--- src/rtl/ssr_pkg.sv ---
// Package: shared parameters and types for the shift-and-store block.
// Assumes: nothing beyond a single clock domain.
package ssr_pkg;
    // Default chain length
    localparam int SSR_DEF_STAGES = 8;

    // Pad behaviour when the parallel bus is disabled
    typedef enum logic {
        PAD_GATED_ZERO = 1'b0,
        PAD_TRISTATE   = 1'b1
    } pad_mode_e;
endpackage

--- src/rtl/ssr_shift_chain.sv ---
// Module: serial-in shift chain. On each rising edge ser_in enters stage 0
// and every stage n takes stage n-1. Also exposes the next-state value so a
// store can capture the post-shift contents on the same edge.
// Assumes: STAGES >= 2; synchronous active-low reset.
module ssr_shift_chain #(
    parameter int STAGES = ssr_pkg::SSR_DEF_STAGES
) (
    input  logic              clk,
    input  logic              rst_n,
    input  logic              ser_in,
    output logic [STAGES-1:0] chain_q,
    output logic [STAGES-1:0] chain_next
);
    localparam int TOP = STAGES - 1;

    // Purpose: form the post-shift contents of the chain
    always_comb begin
        chain_next = {chain_q[TOP-1:0], ser_in};
    end

    // Purpose: advance the chain on each rising edge
    always_ff @(posedge clk) begin
        if (!rst_n) chain_q <= '0;
        else        chain_q <= chain_next;
    end
endmodule

--- src/rtl/ssr_store.sv ---
// Module: parallel storage register. Captures its input on a rising edge
// whenever load is sampled high, otherwise holds. It stands in for a
// level-transparent latch using a synchronous register.
// Assumes: synchronous active-low reset.
module ssr_store #(
    parameter int STAGES = ssr_pkg::SSR_DEF_STAGES
) (
    input  logic              clk,
    input  logic              rst_n,
    input  logic              load,
    input  logic [STAGES-1:0] d,
    output logic [STAGES-1:0] q
);
    // Purpose: load or hold the stored word
    always_ff @(posedge clk) begin
        if (!rst_n)    q <= '0;
        else if (load) q <= d;
    end
endmodule

--- src/rtl/ssr_fall_tap.sv ---
// Module: falling-edge retiming flop for the cascade bit. It gives a
// downstream chain half a period of extra hold margin.
// Assumes: rst_n is sampled on the falling edge too (synchronous reset).
module ssr_fall_tap (
    input  logic clk,
    input  logic rst_n,
    input  logic d,
    output logic q
);
    // Purpose: capture the last-stage bit on the falling edge
    always_ff @(negedge clk) begin
        if (!rst_n) q <= 1'b0;
        else        q <= d;
    end
endmodule

--- src/rtl/ssr_pad.sv ---
// Module: parallel pad stage. Presents data on the pins when enabled. When
// disabled it drives zeros or high impedance, depending on PAD_MODE.
// Assumes: one enable covers the whole bus.
module ssr_pad #(
    parameter int               STAGES   = ssr_pkg::SSR_DEF_STAGES,
    parameter ssr_pkg::pad_mode_e PAD_MODE = ssr_pkg::PAD_GATED_ZERO
) (
    input  logic              en,
    input  logic [STAGES-1:0] data,
    output logic [STAGES-1:0] pins,
    output logic              bus_en
);
    assign bus_en = en;

    generate
        if (PAD_MODE == ssr_pkg::PAD_TRISTATE) begin : g_tri
            // Purpose: release the pins when disabled
            assign pins = en ? data : {STAGES{1'bz}};
        end else begin : g_zero
            // Purpose: force the pins low when disabled
            assign pins = en ? data : '0;
        end
    endgenerate
endmodule

--- src/rtl/shift_store_reg.sv ---
// Module: top level of the shift-and-store block. It wires the shift chain,
// the strobed store, the falling-edge cascade tap and the pad stage.
// Assumes: a single clock; the store captures the post-shift chain.
module shift_store_reg #(
    parameter int                 STAGES   = ssr_pkg::SSR_DEF_STAGES,
    parameter ssr_pkg::pad_mode_e PAD_MODE = ssr_pkg::PAD_GATED_ZERO
) (
    input  logic              clk,
    input  logic              rst_n,
    input  logic              ser_in,
    input  logic              strobe,
    input  logic              out_en,
    output logic [STAGES-1:0] par_pins,
    output logic [STAGES-1:0] par_data,
    output logic              par_en,
    output logic              ser_rise,
    output logic              ser_fall
);
    localparam int TOP = STAGES - 1;

    logic [STAGES-1:0] chain_q;
    logic [STAGES-1:0] chain_next;

    ssr_shift_chain #(.STAGES(STAGES)) u_chain (
        .clk        (clk),
        .rst_n      (rst_n),
        .ser_in     (ser_in),
        .chain_q    (chain_q),
        .chain_next (chain_next)
    );

    ssr_store #(.STAGES(STAGES)) u_store (
        .clk   (clk),
        .rst_n (rst_n),
        .load  (strobe),
        .d     (chain_next),
        .q     (par_data)
    );

    // Purpose: the rising-edge cascade output is the last stage itself
    assign ser_rise = chain_q[TOP];

    ssr_fall_tap u_tap (
        .clk   (clk),
        .rst_n (rst_n),
        .d     (chain_q[TOP]),
        .q     (ser_fall)
    );

    ssr_pad #(.STAGES(STAGES), .PAD_MODE(PAD_MODE)) u_pad (
        .en     (out_en),
        .data   (par_data),
        .pins   (par_pins),
        .bus_en (par_en)
    );
endmodule

--- config.mk ---
export PLATFORM = sky130hd
export DESIGN_NAME = shift_store_reg
export DESIGN_NICKNAME = d
export VERILOG_FILES = /design/src/rtl/ssr_pkg.sv /design/src/rtl/ssr_shift_chain.sv /design/src/rtl/ssr_store.sv /design/src/rtl/ssr_fall_tap.sv /design/src/rtl/ssr_pad.sv /design/src/rtl/shift_store_reg.sv
export SDC_FILE = /design/constraint.sdc
export NUM_CORES = 1
export LEC_CHECK = 0
export ABC_AREA = 1
export ABC_CLOCK_PERIOD_IN_PS = 800
export CORE_MARGIN = 8
export CORE_UTILIZATION = 43
export DETAILED_ROUTE_END_ITERATION = 6
export DONT_BUFFER_PORTS = 1
export PLACE_DENSITY = 0.58
export SLEW_MARGIN = 20
export SYNTH_ARGS = -nofsm -noshare
export SYNTH_HDL_FRONTEND = slang
export SYNTH_SLANG_ARGS = --single-unit
--- constraint.sdc ---
create_clock -name clk -period 0.8 [get_ports clk]
set_input_delay 0.04 -clock clk [delete_from_list [all_inputs] [get_ports clk]]
set_output_delay 0.04 -clock clk [all_outputs]
set_load 0.02 [all_outputs]
After elaboration in Yosys (flattened, before gate mapping)
Cells that the tools add are included. Widths: inputs -> output; s select.

Mux-type cells: 1.

Operators by type and width (count): $mux 8 (1).

Input bits: 5. Word-level logic and storage cells: 4. Output and inout bits: 19. Register bits after elaboration: 17.

Depth between registers and ports, before layout
Depth after elaboration: 1. Gate-level depth with buffers: 5.

Modules after synthesis
From an unflattened synthesis, not the netlist that was laid out.

Cells, all modules: 106. Area, all modules: 745.7 sq um.

Modules (own cells, without submodules): ssr_store (times used 1, cells an instance 51, area each 356.6 sq um, sequential area each 160.2 sq um); ssr_shift_chain (times used 1, cells an instance 33, area each 285.3 sq um, sequential area each 160.2 sq um); ssr_pad (times used 1, cells an instance 18, area each 72.6 sq um, sequential area each 0.0 sq um); ssr_fall_tap (times used 1, cells an instance 4, area each 31.3 sq um, sequential area each 20.0 sq um).

==> flow_summary.json <==
{
  "cp.arrival_ps": 1100,
  "yosys.area_share.simple_pct": 29.5,
  "multi_input_area_um2": 231,
  "die_h_um": 56.1,
  "synth_edf_count": 0,
  "routed_via_density": 4.35,
  "dp.cells": 117,
  "worstRegToRegCells": 2,
  "worstPathMaxFanout": 1,
  "syn_inst": 98,
  "r2r_end": "u_tap.q",
  "cts_tree": "built",
  "core-area_um2": 1510,
  "wl_um": 1340,
  "maxSlewViolCount": 0,
  "rr_startpoint": "u_chain.chain_q[7]",
  "clk_path_buf_depth": 2,
  "critical_path.startpoint": "u_tap.q",
  "synth.distinct_cells": 10,
  "fin_skew_ps": 56.0,
  "synth_top_family_by_area": "simple AND/OR/NAND/NOR gates",
  "maxCapViolCount": 0,
  "synth_top_cell_by_area": "dfxtp_1",
  "synth_compound_area_share_pct": 0,
  "place_area_um2": 731,
  "endpoint": "ser_fall",
  "synthAdderAreaFrac_pct": 0,
  "stdcell_count": 127,
  "drt-pass1-iter-count": 4,
  "num_io_pins": 24,
  "port-buffer-count": 0,
  "violations": "negative setup slack",
  "setup_viol": 17,
  "grt_pass1_vias": 535,
  "antenna_found_initial": 0,
  "dieArea_um2": 3150,
  "slew_headroom_pct": 60.3,
  "synth_fp_nets": 103,
  "ant_nets": 0,
  "ys_warn_count": 0,
  "grt_util_all_layers_pct": 8.66,
  "ys.flop_type": "dfxtp_1",
  "synth_xor_area_share_pct": 0,
  "yosysTopAreaCellShare_pct": 49.2,
  "synthToLayoutAreaGrowth_pct": 32.0,
  "start_util_pct": 45.9,
  "path_clk_slew_ps": 30,
  "async_flop_share_pct": 0,
  "ff_latch_area_um2": 358,
  "grt-ovfl-total": 0,
  "synth.avg_cell_area_um2": 7.06,
  "ys_ff_latch": 17,
  "netlist_top_cells_area": "dfxtp_1 (49%), nand2_1 (16%), inv_1 (9.2%), nor2_1 (6.5%), inv_2 (4.9%)",
  "ys_seq_area_share_pct": 49.2,
  "synth.top_cells.by_count": "nand2_1 (29), dfxtp_1 (17), inv_1 (17), nor2_1 (12), inv_2 (9)",
  "finalWorstSetupSlack_ps": -337,
  "nFillCells": 142,
  "post-route-cell-area_um2": 913,
  "muxShareOfSynthArea_pct": 0,
  "gp_routability_congestion": 0.645,
  "rrSetupSlack_ps": -60,
  "p_total_mw": 1.59,
  "worst_slew_pin_slew_ps": 595,
  "drive_gt1_share_pct": 54.1,
  "finalNetCount": 117,
  "vias": 553,
  "p_per_area_nw_per_um2": 1740,
  "worstSetupPathDepth": 0,
  "clk_latency_ps": 330,
  "root_buffer": "clkbuf_4",
  "hold_viol": 0,
  "dpl_worst_slack_ps": -93.7,
  "critPathLaunchType": "register",
  "fin_setup_tns_ps": -687,
  "yosysMostFrequentCell": "nand2_1",
  "htreeDepth": 1,
  "drcViolationCount": 0,
  "hold_path.class": "in2out",
  "cts-buffers-inserted": 3,
  "synth_area_um2": 692,
  "cp.required_ps": 760,
  "p_leak_nw": 0.504,
  "crit_type": "reg2out",
  "routedWlPerCell_um": 10.5,
  "endpoint_kind": "primary output",
  "drt_iter0_markers": 4,
  "grt_pass1_wl_um": 2280,
  "cts_sinks": 17,
  "rows": 14,
  "die_w_um": 56.1,
  "status": "complete, but fails checks",
  "hpwl_um": 911,
  "rsz0062_at_grt": "true",
  "grt_max_degree": 17,
  "vdd_ir_drop_max_uv": 1380,
  "diodes": 0
}
[flip-flops by register name (all words and copies together) (netlist names)]
register / cells
u_chain.chain_q: 8
u_store.q: 8
u_tap.q: 1
[power breakdown]
part           leakage, nW  internal, mW  switching, mW  total, mW
clock network       0.0192         0.189          0.266      0.455
logic                0.342         0.102          0.132      0.233
registers            0.144         0.876         0.0282      0.905
[area by class of cell]
cell class | count | share of cell area (%)
clock buffers | 3 | 2.47
clock inverters | 2 | 0.959
repair buffers | 15 | 17.4
inverters | 25 | 12.5
well taps | 16 | 2.19
flip-flops and latches | 17 | 39.2
multi-input cells | 49 | 25.3
[per-stage QoR]
| stage | hold slack (ps) | utilization [%] |
|---|---|---|
| floorplan | 147 | - |
| global placement | 80.3 | 48.5 |
| detailed placement | 80.2 | 48.5 |
| CTS | 80.3 | 58.5 |
| global route | 80.3 | 60.6 |
| finish | 80.2 | 60.6 |
[cell usage in the layout, fill, tap and decap left out, drive strengths merged]
| cell | n |
|---|---|
| nand2 | 33 |
| buf | 12 |
| clkinvlp | 1 |
| clkbuf | 3 |
| inv | 26 |
| dlygate4sd3 | 1 |
| nor2 | 16 |
| dlymetal6s4s | 2 |
| dfxtp | 17 |
[routing by layer]
metal  vias up  global-route usage [%]  share of wire [%]
li1        289                       -                  -
met1       247                    7.96                 36
met2        15                    15.1                 53
met3         2                    6.16                 10
met4         0                    2.06                1.3
met5         -                       0                  0
[cell families after synthesis]
family,after synthesis
buf+inv,32
flops,17
simple gates,49
[what timing repair did]
item | 4_1_cts | 5_1_grt
buffers inserted | 3 | 0
resized for setup | 36 | 12
endpoints found under the setup margin | 19 | 35
hold buffers | 3 | 0
pin swaps | 0 | 0
hold endpoints to repair | 16 | 0
[worst min path at each step]
stage | start | to | slack [ps] | depth (start not counted)
global route | out_en | par_en | 80 | 0
floorplan | ser_in | u_chain.chain_q[0] | 150 | 2
global placement | out_en | par_en | 80 | 0
finish | out_en | par_en | 80 | 0
detailed placement | out_en | par_en | 80 | 0
CTS | out_en | par_en | 80 | 0
No activity file was read; power rests on OpenSTA's default activity.
